File: src/rtl/tmr_voter.sv
module tmr_voter #(
  parameter int W = 16
) (
  input  logic         clk,
  input  logic         rst_n,
  input  logic [W-1:0] data0,
  input  logic [W-1:0] data1,
  input  logic [W-1:0] data2,
  input  logic [2:0]   ch_valid,
  input  logic         scan_end,
  output logic [W-1:0] voted,
  output logic [2:0]   ch_fault,
  output logic         mismatch,
  output logic         degraded,
  output logic         unresolved,
  output logic         failsafe
);

  logic [W-1:0] din  [3];
  logic [W-1:0] held [3];
  logic [W-1:0] eff  [3];
  logic [2:0]   got, ev;
  logic         eq01, eq02, eq12, all_ok, pair_ok;
  logic [W-1:0] maj, pair_val;

  assign din[0] = data0;
  assign din[1] = data1;
  assign din[2] = data2;

  always_ff @(posedge clk) begin
    if (!rst_n) begin
      for (int i = 0; i < 3; i++) held[i] <= '0;
      got <= '0;
    end else begin
      for (int i = 0; i < 3; i++)
        if (ch_valid[i]) held[i] <= din[i];
      got <= scan_end ? 3'b000 : (got | ch_valid);
    end
  end

  for (genvar g = 0; g < 3; g++) begin : g_eff
    assign eff[g] = ch_valid[g] ? din[g] : held[g];
  end
  assign ev = got | ch_valid;

  assign eq01 = ev[0] & ev[1] & (eff[0] == eff[1]);
  assign eq02 = ev[0] & ev[2] & (eff[0] == eff[2]);
  assign eq12 = ev[1] & ev[2] & (eff[1] == eff[2]);
  assign all_ok = eq01 & eq12;
  assign maj = (eff[0] & eff[1]) | (eff[0] & eff[2]) | (eff[1] & eff[2]);

  assign pair_ok  = ch_fault[0] ? eq12 : ch_fault[1] ? eq02 : eq01;
  assign pair_val = ch_fault[0] ? eff[1] : eff[0];
  assign degraded = |ch_fault;

  always_ff @(posedge clk) begin
    if (!rst_n) begin
      voted      <= '0;
      ch_fault   <= '0;
      mismatch   <= 1'b0;
      unresolved <= 1'b0;
      failsafe   <= 1'b0;
    end else begin
      mismatch <= 1'b0;
      if (scan_end && !failsafe) begin
        if (!degraded) begin
          voted      <= maj;
          mismatch   <= !all_ok;
          ch_fault   <= all_ok ? 3'b000 : {eq01, eq02, eq12};
          unresolved <= !(eq01 | eq02 | eq12);
        end else begin
          mismatch <= !pair_ok;
          if (pair_ok) voted <= pair_val;
          else         failsafe <= 1'b1;
        end
      end
    end
  end

  AST_FAULT_ONEHOT: assert property (@(posedge clk) disable iff (!rst_n)
    $onehot0(ch_fault));
  AST_FAULT_STICKY: assert property (@(posedge clk) disable iff (!rst_n)
    1'b1 |=> ((ch_fault & $past(ch_fault)) == $past(ch_fault)));
  AST_QUIET_NO_MISMATCH: assert property (@(posedge clk) disable iff (!rst_n)
    !scan_end |=> !mismatch);
  AST_QUIET_KEEPS_VOTE: assert property (@(posedge clk) disable iff (!rst_n)
    !scan_end |=> $stable(voted));
  AST_UNRESOLVED_NO_EXCL: assert property (@(posedge clk) disable iff (!rst_n)
    unresolved |-> (ch_fault == 3'b000));
  AST_FAILSAFE_NEEDS_PAIR: assert property (@(posedge clk) disable iff (!rst_n)
    failsafe |-> degraded);
  AST_FAILSAFE_FREEZE: assert property (@(posedge clk) disable iff (!rst_n)
    failsafe |=> failsafe && $stable(voted) && $stable(ch_fault) && !mismatch);

endmodule

File: config.mk
export PLATFORM = sky130hd
export DESIGN_NAME = tmr_voter
export DESIGN_NICKNAME = d
export VERILOG_FILES = /design/src/rtl/tmr_voter.sv
export SDC_FILE = /design/constraint.sdc
export NUM_CORES = 1
export LEC_CHECK = 0
export BUFFER_PORTS_ARGS = -buffer_cell sky130_fd_sc_hd__clkbuf_2
export CAP_MARGIN = 30
export CORE_ASPECT_RATIO = 1.25
export CORE_MARGIN = 2
export CORE_UTILIZATION = 57
export CTS_CLUSTER_DIAMETER = 60
export CTS_CLUSTER_SIZE = 28
export DETAILED_ROUTE_END_ITERATION = 10
export GPL_TIMING_DRIVEN = 0
export HOLD_SLACK_MARGIN = 0.05
export PLACE_DENSITY = 0.81
export SETUP_SLACK_MARGIN = 0.3
export SLEW_MARGIN = 20
export SYNTH_ARGS = -nofsm -noshare
export SYNTH_HDL_FRONTEND = slang
export SYNTH_SLANG_ARGS = --single-unit
File: constraint.sdc
create_clock -name clk -period 3.6 [get_ports clk]
set_input_delay 0.18 -clock clk [delete_from_list [all_inputs] [get_ports clk]]
set_output_delay 0.18 -clock clk [all_outputs]
set_load 0.02 [all_outputs]
; After elaboration in Yosys (flattened, before gate mapping)
; Memory sizes are Yosys's and may differ from the RTL's.
; Cells that the tools add are included.
[op_classes]
n_eq_ne = 4
muxes = 23
bitwise_logic = 21
reduce_logical = 11
[op_table]
columns = op, n
row1 = $mux W16, 9
row2 = $and A16 B16 Y16, 3
row3 = $eq A16 B16 Y1, 3
row4 = $or A16 B16 Y16, 2
row5 = $mux W1, 13
row6 = $and A1 B1 Y1, 7
row7 = $reduce_and A2 Y1, 3
row8 = $or A1 B1 Y1, 5
row9 = $logic_not A1 Y1, 4
row10 = $mux W3, 1
row11 = $not A1 Y1, 3
row12 = $or A3 B3 Y3, 1
row13 = $reduce_and A3 Y1, 1
row14 = $reduce_or A3 Y1, 1
row15 = $ne A2 B1 Y1 const B, 1
row16 = $reduce_or A2 Y1, 1
row17 = $logic_and A1 B1 Y1, 1
[word_totals]
reg_bits = 25
ramBits = 48
inputBits = 54
output_inout_bits = 23
wordCells = 66
n_memories = 1
[memory_table]
columns = name, depth, word_bits, rd, rd_ports_with_merged_regs, wr, line_no
row1 = held, 3, 16, 3, 0, 3, 20  ; logic [W-1:0] held [3];

; Logic depth before layout (Yosys ltp)
; Gate-level depths: netlist of the first run.
[depth]
word_depth = 7
ltp_mapped = 12
depth_no_buf = 8

; Worst setup path after synthesis of the first run
; Ideal clock, no wire load.
[synth_path]
path_kind = input to register
start = input port ch_valid[1]
end = register voted[9]
setup_ns = 0.058
arrival_ns = 3.133
t_required_ns = 3.542
slack_ns = 0.409
cell_stages = 12
n_path_buf = 4
path_cell_list = buf_2 buf_1 mux2_2 ha_1 or4_1 or3_4 o31ai_4 o22a_4 and2_4 buf_8 buf_12 o221a_4
[synth_via]
elab_chain_cells = 7
word_cells_on_any_way = 19
[synth_rtl]
columns = item, line_no
row1 = "start, declared", 9  ; input logic [2:0] ch_valid,
row2 = $mux W16 / $or A3 B3 Y3 (equally long branches), "42, 44"
row3 = $eq A16 B16 Y1 / $and A1 B1 Y1 (equally long branches), 46  ; assign eq01 = ev[0] & ev[1] & (eff[0] == eff[1]);
row4 = $and A1 B1 Y1, 46
row5 = $mux W1 (2 in a row), 52  ; assign pair_ok = ch_fault[0] ? eq12 : ch_fault[1] ? eq02 : eq01;
row6 = $ne A2 B1 Y1 (no source line), --
row7 = $reduce_and A2 Y1 (no source line), --
row8 = "end signal, assigned", 67  ; voted <= maj;
row9 = "end signal, assigned", 73  ; if (pair_ok) voted <= pair_val;
row10 = "end, declared", 11  ; output logic [W-1:0] voted,
; Several ways; a longest one is shown, not always the timed one. The select of a mux whose other input is x is not followed.
; A chain may end at the register's enable or synchronous reset.

; Worst setup path in the final report of the first run
[layout_path]
start = input port ch_valid[0]
end = register voted[3]
[layout_via]
elab_chain_cells = 7
word_cells_on_any_way = 19
[layout_rtl]
columns = item, line_no
row1 = $mux W16 / $or A3 B3 Y3 (equally long branches), "42, 44"
row2 = "$eq A16 B16 Y1, or another cell as far along", 46
row3 = "$and A1 B1 Y1, on equally long branches", "46, 47"
row4 = $mux W1 (2 in a row), 52
row5 = $ne A2 B1 Y1 (no source line), --
row6 = $reduce_and A2 Y1 (no source line), --
; Several ways; a longest one is shown, not always the timed one. The select of a mux whose other input is x is not followed.

==> summary.txt, run 1 <==
Outcome
  – Outcome: finished, final reports clean

Floorplanning
  – Num rows: 35
  – Die Y: 102 um
  – Die X: 82.4 um
  – IO Count: 77
  – Initial core utilization: 59.1%
  – Die ar.: 8400 um^2
  – Core ar.: 7400 um^2

Drt
  – DR vias: 3376
  – Wire per inst: 19.7 um
  – Drt total wl: 10700 um
  – DRT Pass-1 Iters: 5
  – Starting DRT DRC Count: 221
  – Vias per inst: 6.22
  – Antenna Nets Post-Route: 0
  – DRC: 0

Synth
  – Top-area cell type share of the netlist area: 32.9%
  – Post-synth ARST share: 0%
  – Most frequent cells after synthesis: 48 x and2_1, 48 x edfxtp_1, 48 x ha_1, 48 x mux2_2, 25 x dfxtp_1
  – Syn. warnings: 0
  – Post-Syn Area per Cell: 12.1 um^2
  – Syn Std Cell Area: 4380 um^2
  – Cell taking the most area after synthesis: edfxtp_1
  – Cell count after synthesis: 361
  – Largest cells by area after synthesis: edfxtp_1 33%, ha_1 14%, mux2_2 12%, dfxtp_1 11%, and2_1 6.9%
  – Post-synth EDFFs: 48
  – Register area share after synthesis: 44.4%
  – Syn Nets: 463
  – Post-synthesis register bit count: 73
  – Post-synth top flop: edfxtp_1
  – Synth cell types: 39

Clocking
  – Max Root-Sink Buffers: 2
  – Cts bufs inserted: 9
  – CTS root buffer: clkbuf_8
  – Clock Latency Late Sink: 0.36 ns
  – H-tree level count: 3
  – CTS tree: done
  – Reg clk slew, reported paths: 0.08 ns
  – Clock sink count: 73

Placed design
  – Dpl hpwl: 8270 um
  – Routability cong.: 0.876
  – Pre-CTS WS: -0.306 ns
  – Port-buffer cells: 74
  – Dpl cells: 527

GRT
  – Met1 Use GR: 34.2%
  – Largest net degree at the start of global routing: 17
  – Remaining Overflow, GRT: 0
  – GR Util met3: 4.77%
  – M2 GR Usage: 45.3%
  – Antenna violations before repair: 0
  – Vias in the first global route: 3366
  – Total GRT Usage: 27.2%
  – First-pass GRT wire length: 16700 um
  – GR peak layer: met2

Hold path
  – Worst Hold End: got[0]
  – WHS Path Cells: 3
  – Hold_sp: ch_valid[0]
  – Hold WC Path Type: in -> reg

Worst setup path
  – Worst endpoint required time: 3.89 ns
  – R2r endpoint: voted[3]
  – Worst reg2reg path depth: 10
  – CP endpoint kind: flop
  – CP Data Arrival Time: 3.48 ns
  – Flop2flop setup slack: 0.58 ns
  – WS Path Type: in -> reg
  – Reg-to-Reg Start: held[0][20]
  – CP max FO: 10
  – Worst setup SP type: input port

Cells and area
  – Fin cells: 543
  – Antenna Cells: 0
  – Share of cells above drive strength 1: 35.5%
  – Layout Nets: 548
  – # fillers: 539
  – Core Util, Final: 69.2%
  – Area of the multi-input gates: 2320 um^2
  – Register Area: 1940 um^2
  – Area Overhead vs Synth: 17.1%

Power
  – Peak supply drop: 0.308 mV
  – PwrDens: 431 nW/um^2
  – Final Total Pwr: 2.21 mW
  – Static Leakage: 2.23 nW

Timing
  – PnR worst setup slack: 0.416 ns
  – Worst clock skew: 0.00934 ns
  – Minimum hold slack: 0.105 ns
  – Slew Limit Fails: 0
  – Worst slew pin tran: 0.907 ns
  – RSZ-0062 raised after global routing: false
  – Hold Fails Final Rpt: 0
  – Fin crit share: 88.5%
  – Setup Viol. Count Final: 0
  – Rel. slew slack: 39.5%
  – Fin crit period: 3.18 ns
  – Fmax: 314 MHz

Run
  – Max-Cap Viols: 0
final cells by class:
cell class / instances / share of cell area [%]
inverter: 3 / 0.220
multi-input combinational: 262 / 45.2
clock buffer: 9 / 2.42
tap: 92 / 2.25
buffer: 23 / 2.47
timing repair buffer: 74 / 7.23
clock inverter: 7 / 2.32
sequential: 73 / 37.9
kinds of logic after synthesis:
family	Yosys count	synth area share, %
simple gates	107	14.5
fa+ha+maj	48	13.7
mux	48	12.4
buf+inv	26	3.06
flops	73	44.4
compound gates	59	12.0
sequential cells by signal, indices dropped and copies added (netlist names):
signal,cells
ch_fault,3
failsafe,1
got,3
held,48
mismatch,1
unresolved,1
voted,16
where the power goes:
part / leakage [nW] / internal (mW) / switching [mW]
logic: 1.39 / 0.195 / 0.239
clock network: 0.117 / 0.460 / 0.321
registers: 0.717 / 0.969 / 0.0238
total: 2.23 / 1.62 / 0.584
through the flow:
| stage | TNS, ns | instance area [um^2] |
|---|---|---|
| after global routing | 0 | 5120 |
| after floorplan | 0 | 4380 |
| final | 0 | 5120 |
| after detailed placement | -4.37 | 4860 |
| after CTS | 0 | 5110 |
| after global placement | -1.95 | 4860 |
worst max-delay path by stage:
stage	to	from	cells after the start
2_1_floorplan	voted[9]	ch_valid[1]	12
3_3_place_gp	voted[0]	ch_valid[2]	11
3_5_place_dp	voted[14]	ch_valid[2]	11
4_1_cts	voted[2]	ch_valid[2]	11
5_1_grt	voted[2]	ch_valid[2]	11
6_report	voted[3]	ch_valid[0]	13
metal layers:
| metal | share of wire (%) | wire length (um) |
|---|---|---|
| met1 | 42 | 4490 |
| met2 | 50 | 5300 |
| met3 | 5.0 | 533 |
| met4 | 3.3 | 352 |
| met5 | 0 | 0 |
layout by cell type, fill, tap and decap left out, drive strengths merged, types with 7 or more instances in the layout:
master / n
clkbuf: 98
and2: 49
mux2: 48
ha: 48
edfxtp: 48
dfxtp: 25
o31ai: 16
a22oi: 15
nor4: 12
nand3: 12
nor2: 10
o221a: 10
buf: 8
nand4: 7
o211a: 7
worst max-delay path: stages:
cell	delay [ns]
clkbuf_2	0.10
buf_2	0.24
buf_2	0.29
mux2_2	0.41
ha_1	0.29
nor4_1	0.54
nand3_1	0.31
o31ai_4	0.32
o22a_4	0.23
and2_4	0.16
buf_8	0.11
buf_12	0.12
o221a_1	0.18
what timing repair did:
action / CTS / global route
setup endpoints to repair: 17 / 17
gates resized for setup: 2 / 3
endpoints found under the hold margin: 0 / 0
buffers inserted: 0 / 0
hold buffers: 0 / 0
(Power assumes the default switching activity.)
==> run 2, diff against run 1 <==
Settings changed: GPL_TIMING_DRIVEN 0 to not set.
==> summary.txt, run 2 (same netlist as run 1, synthesis figures left out) <==
Floorplanning
  – IO Count: 77 (unchanged)
  – Die Y: 102 um (unchanged)
  – Initial core utilization: 59.1% (unchanged)
  – Core ar.: 7400 um^2 (unchanged)
  – Die X: 82.4 um (unchanged)
  – Die ar.: 8400 um^2 (unchanged)
  – Num rows: 35 (unchanged)

Placed design
  – Dpl hpwl: 7760 um (-6.2%)
  – Routability cong.: 0.948 (+8.2%)
  – Dpl cells: 513 (-2.7%)
  – Port-buffer cells: 76 (+2.7%)
  – Post-DP Area: 4810 um^2 (-1.1%)
  – Pre-CTS WS: 0.434 ns (+0.739 ns)

Power
  – Static Leakage: 2.17 nW (-2.5%)
  – Clock share of power: 27.6% (-7.8 points)
  – Switching share of power: 27.9% (+1.4 points)
  – Switch Pwr: 0.542 mW (-7.1%)
  – Final Total Pwr: 1.95 mW (-12%)
  – Pint: 1.40 mW (-14%)
  – PwrDens: 392 nW/um^2 (-9.0%)
  – Flop pwr share: 51.1% (+6.1 points)
  – Peak supply drop: 0.228 mV (-26%)
  – Combinational fraction of design power: 21.4% (+1.7 points)

Timing
  – RSZ-0062 raised after global routing: false
  – Hold Fails Final Rpt: 0 (unchanged)
  – Rel. slew slack: 42.9% (+3.3 points)
  – Setup TNS: 0 ns (unchanged)
  – PnR worst setup slack: 0.727 ns (+0.311 ns)
  – Slew Limit Fails: 0 (unchanged)
  – Setup Viol. Count Final: 0 (unchanged)
  – Fin crit period: 2.87 ns (-0.311 ns)
  – Worst clock skew: 0.00859 ns (-0.000754 ns)
  – Fin crit share: 79.8% (-8.7 points)
  – Minimum hold slack: 0.117 ns (+0.0126 ns)
  – Fmax: 348 MHz (+11%)
  – Worst slew pin tran: 0.857 ns (-0.0502 ns)

Clocking
  – # resized after CTS: 0 (-2)
  – Post-CTS setup buffer count: 0 (unchanged)
  – H-tree level count: 3 (unchanged)
  – Hold buffers post-CTS: 0 (unchanged)
  – Clock sink count: 73 (unchanged)
  – CTS root buffer: clkbuf_8
  – Reg clk slew, reported paths: 0.07 ns (about the same)
  – CTS tree: done
  – Cts bufs inserted: 9 (unchanged)
  – Clock Latency Late Sink: 0.35 ns (about the same)
  – Max Root-Sink Buffers: 2 (unchanged)

Drt
  – Vias per inst: 6.05 (-2.6%)
  – DRC: 0 (unchanged)
  – Wire per inst: 19.3 um (-1.8%)
  – DRT Pass-1 Iters: 6 (+1)
  – Starting DRT DRC Count: 204 (-7.7%)
  – DR vias: 3209 (-4.9%)
  – Antenna Nets Post-Route: 0 (unchanged)
  – Drt total wl: 10200 um (-4.2%)

Run
  – Max-Cap Viols: 0 (unchanged)

Cells and area
  – Share of cells above drive strength 1: 35.8% (+0.37 points)
  – Area Overhead vs Synth: 13.5%
  – Core Util, Final: 67.1% (-2.1 points)
  – Highest-count cells in the layout ignoring fill and taps: 77 x clkbuf_2, 48 x mux2_2, 48 x and2_1, 48 x ha_1, 48 x edfxtp_1
  – Top Registers: held x48, voted x16
  – Area of the multi-input gates: 2300 um^2 (-0.49%)
  – Fin cells: 530 (-2.4%)
  – Max reg flops: 48 (unchanged)
  – Commonest non-fill, non-tap cell in the layout: clkbuf_2
  – Antenna Cells: 0 (unchanged)
  – Register Area: 1940 um^2 (unchanged)
  – Largest Register: held
  – Final instance area: 4970 um^2 (-3.1%)
  – # fillers: 577 (+7.1%)
  – Layout Nets: 535 (-2.4%)

GRT
  – Largest net degree at the start of global routing: 35 (+18)
  – Total GRT Usage: 26.0% (-1.2 points)
  – Antenna violations before repair: 0 (unchanged)
  – Vias in the first global route: 3207 (-4.7%)
  – First-pass GRT wire length: 16100 um (-3.8%)
  – Remaining Overflow, GRT: 0 (unchanged)

Worst setup path
  – Worst endpoint required time: 3.84 ns (-0.05 ns)
  – CP Data Arrival Time: 3.11 ns (-0.37 ns)
  – Worst setup SP type: flop
  – WS Path Type: reg -> reg
  – CP endpoint kind: flop
  – CP max FO: 7 (-3)

Outcome
  – Outcome: finished, final reports clean

Hold path
  – Hold WC Path Type: in -> reg
## run 2: routing by layer
layer / up-vias / wire [um] / track usage [%] / share of wire (%)
met5: - / 0 / 0 / 0
met2: 132 / 4720 / 40.1 / 46
met3: 26 / 611 / 4.15 / 6.0
li1: 1543 / - / - / -
met1: 1508 / 4590 / 35.2 / 45
met4: 0 / 323 / 13.3 / 3.2
## run 2: critical path, cell delays in order, from the launching register on
cell and delay, ns:
edfxtp_1 0.37, mux2_2 0.30, ha_1 0.29, or4_1 0.52
or3_4 0.37, o31ai_4 0.21, o22ai_1 0.22, clkbuf_2 0.23
o221a_2 0.25
## run 2: final timing paths
kind | endpoint | slack [ns] | cells past startpoint | from
worst max-delay path | voted[0] | 0.73 | 8 | held[0][19]
worst min-delay path | held[0][25] | 0.12 | 2 | data1[9]
worst max register to register | voted[0] | 0.73 | 8 | held[0][19]
worst min register to register | got[1] | 0.51 | 2 | got[1]
## run 2: layout make-up
type / instances / area share (%)
sequential: 73 / 39.1
inverter: 3 / 0.227
clock buffer: 12 / 2.72
tap: 92 / 2.32
clock inverter: 4 / 0.403
multi-input combinational: 262 / 46.4
timing repair buffer: 84 / 8.82
## run 2: power by group through the flow
| stage | Clock (mW) | Combinational [mW] | Sequential (mW) |
|---|---|---|---|
| 6_report | 0.536 | 0.416 | 0.994 |
| 5_1_grt | 0.574 | 0.462 | 1.00 |
| 4_1_cts | 0.541 | 0.416 | 0.995 |
| 3_5_place_dp | 0 | 0.413 | 1.01 |
| 3_3_place_gp | 0 | 0.396 | 1.01 |
| 2_1_floorplan | 0 | 0.259 | 1.03 |
==> run 3, diff against run 2 <==
Settings changed: CORE_UTILIZATION 57 to 51, PLACE_DENSITY 0.81 to 0.77.
Clock period 3.6 ns to 2.3 ns, I/O delays scaled along.
==> summary.txt, run 3 (same netlist as run 1, synthesis figures left out) <==
Outcome
  – Outcome: finished, violations left
  – Failing checks: setup timing

Clocking
  – Max Root-Sink Buffers: 2 (unchanged)
  – H-tree level count: 3 (unchanged)
  – Reg clk slew, reported paths: 0.07 ns (about the same)
  – CTS tree: done
  – Clock Latency Late Sink: 0.35 ns (about the same)
  – Cts bufs inserted: 9 (unchanged)
  – CTS root buffer: clkbuf_8
  – Clock sink count: 73 (unchanged)

Drt
  – DRT Pass-1 Iters: 4 (-2)
  – Vias per inst: 6.01 (-0.76%)
  – DRC: 0 (unchanged)
  – Antenna Nets Post-Route: 0 (unchanged)
  – DR vias: 3527 (+9.9%)
  – Starting DRT DRC Count: 261 (+28%)
  – Drt total wl: 11500 um (+12%)
  – Wire per inst: 19.6 um (+1.3%)

Hold path
  – Hold_sp: data0[9]
  – Hold WC Path Type: in -> reg
  – Worst Hold End: held[0][9]
  – WHS Path Cells: 2 (unchanged)

Timing
  – RSZ-0062 raised after global routing: true
  – Worst slew pin tran: 0.735 ns (-0.122 ns)
  – Fin crit share: 116% (+36 points)
  – Fin crit period: 2.66 ns (-0.211 ns)
  – Hold Fails Final Rpt: 0 (unchanged)
  – Slew Limit Fails: 0 (unchanged)
  – Rel. slew slack: 51.0% (+8.1 points)
  – Setup TNS: -6.67 ns (-6.67 ns)
  – PnR worst setup slack: -0.362 ns (-1.09 ns)
  – Worst clock skew: 0.00640 ns (-0.00219 ns)
  – Setup Viol. Count Final: 22 (+22)
  – Fmax: 376 MHz (+7.9%)

Cells and area
  – Layout Nets: 587 (+9.7%)
  – Highest-count cells in the layout ignoring fill and taps: 76 x clkbuf_2, 48 x and2_1, 48 x edfxtp_1
  – Commonest non-fill, non-tap cell in the layout: clkbuf_2
  – Largest Register: held
  – Area Overhead vs Synth: 30.4%
  – Max reg flops: 48 (unchanged)
  – Share of cells above drive strength 1: 43.5% (+7.6 points)
  – Fin cells: 587 (+11%)
  – Final instance area: 5700 um^2 (+15%)
  – Antenna Cells: 0 (unchanged)
  – Top Registers: held x48, voted x16

Run
  – Max-Cap Viols: 0 (unchanged)

GRT
  – First-pass GRT wire length: 18300 um (+14%)
  – Largest net degree at the start of global routing: 39 (+11%)
  – Antenna violations before repair: 0 (unchanged)
  – Vias in the first global route: 3760 (+17%)
  – Total GRT Usage: 25.9% (-0.090 points)
  – Remaining Overflow, GRT: 0 (unchanged)

Worst setup path
  – Worst setup SP type: flop
  – WS Path Type: reg -> reg
  – CP endpoint kind: flop
  – CP Data Arrival Time: 2.91 ns (-0.20 ns)
  – Flop2flop setup slack: -0.36 ns (-1.09 ns)
  – CP max FO: 5 (-2)
  – R2r endpoint: voted[5]
  – Reg-to-Reg Start: held[0][19]
  – Worst endpoint required time: 2.55 ns (-1.29 ns)
  – Worst reg2reg path depth: 9 (+1)

Power
  – Static Leakage: 2.48 nW (+14%)
  – Pint: 2.41 mW (+71%)
  – Peak supply drop: 0.346 mV (+52%)
  – Switching share of power: 27.8% (-0.041 points)
  – Final Total Pwr: 3.33 mW (+71%)
  – PwrDens: 585 nW/um^2 (+49%)
  – Switch Pwr: 0.927 mW (+71%)
  – Clock share of power: 29.0% (+1.4 points)
  – Flop pwr share: 46.7% (-4.4 points)
  – Combinational fraction of design power: 24.3% (+2.9 points)

Floorplanning
  – Num rows: 37 (+5.7%)
  – IO Count: 77 (unchanged)
  – Die X: 86.8 um (+5.4%)
  – Die Y: 108 um (+5.5%)
  – Initial core utilization: 52.8% (-6.3 points)
  – Core ar.: 8290 um^2 (+12%)
  – Die ar.: 9340 um^2 (+11%)

Placed design
  – Dpl cells: 550 (+7.2%)
  – Port-buffer cells: 76 (unchanged)
  – Routability cong.: 1.02 (+7.3%)
  – Dpl hpwl: 8450 um (+8.9%)
  – Post-DP Area: 5130 um^2 (+6.7%)
-- run 3: changes by cell type in the layout (fill, tap and decap cells not counted), moves of 4 or more --
cell / before / now
mux2_2: 48 / 38
ha_1: 48 / 40
ha_4: 0 / 8
nor4_1: 12 / 8
dlygate4sd3_1: 0 / 18
buf_4: 7 / 37
mux2_4: 0 / 10
-- run 3: how the worst max path moves through the flow --
stage | startpoint | end
2_1_floorplan | ch_valid[1] | voted[3]
3_3_place_gp | ch_valid[0] | voted[14]
3_5_place_dp | ch_valid[0] | voted[12]
4_1_cts | held[0][3] | voted[5]
5_1_grt | held[0][19] | voted[6]
6_report | held[0][19] | voted[5]
-- run 3: final cells by class --
cell class	instances	area (um^2)
repair buffers	135	901
fillers	604	2580
clock buffers	9	124
multi-input cells	263	2540
inverters	3	11.3
clock inverters	7	61.3
flip-flops and latches	73	1940
well taps	97	121
-- run 3: critical path, cell delays in order (launching register included) --
cell,delay [ns]
edfxtp_1,0.37
mux2_4,0.30
ha_4,0.24
or4_4,0.53
or3_4,0.36
o31ai_4,0.20
o22a_4,0.20
buf_6,0.11
nand4_1,0.09
o211a_1,0.15
-- run 3: power groups by stage --
stage / clock, mW / combinational, mW / sequential (mW)
final: 0.968 / 0.809 / 1.56
after global routing: 1.04 / 0.890 / 1.57
after CTS: 0.982 / 0.788 / 1.56
after detailed placement: 0 / 0.707 / 1.59
after global placement: 0 / 0.681 / 1.58
after floorplan: 0 / 0.423 / 1.61
-- run 3: timing repair --
action                                  CTS  global route
endpoints found under the setup margin   22            22
hold buffers                             18             0
setup buffers                             1             1
gates cloned                              1             0
pin swaps                                13             5
gates resized for setup                  25             5
hold endpoints to repair                 18             0
-- run 3: per-layer routing --
layer	global-route usage, %	up-vias	wire, um	part of all wire (%)
met1	33.0	1723	4840	42
met2	43.3	132	5770	50
met5	0	-	0	0
li1	-	1651	-	-
met3	2.53	21	634	5.5
met4	12.9	0	235	2.0
-- run 3: metrics by stage --
step / worst slack (ns) / hold WS [ns] / util [%]
2_1_floorplan: -0.416 / 0.261 / -
3_3_place_gp: -0.507 / 0.392 / 61.9
3_5_place_dp: -0.532 / 0.409 / 61.9
4_1_cts: -0.349 / 0.0500 / 68.3
5_1_grt: -0.421 / 0.0536 / 68.8
6_report: -0.362 / 0.0588 / 68.8
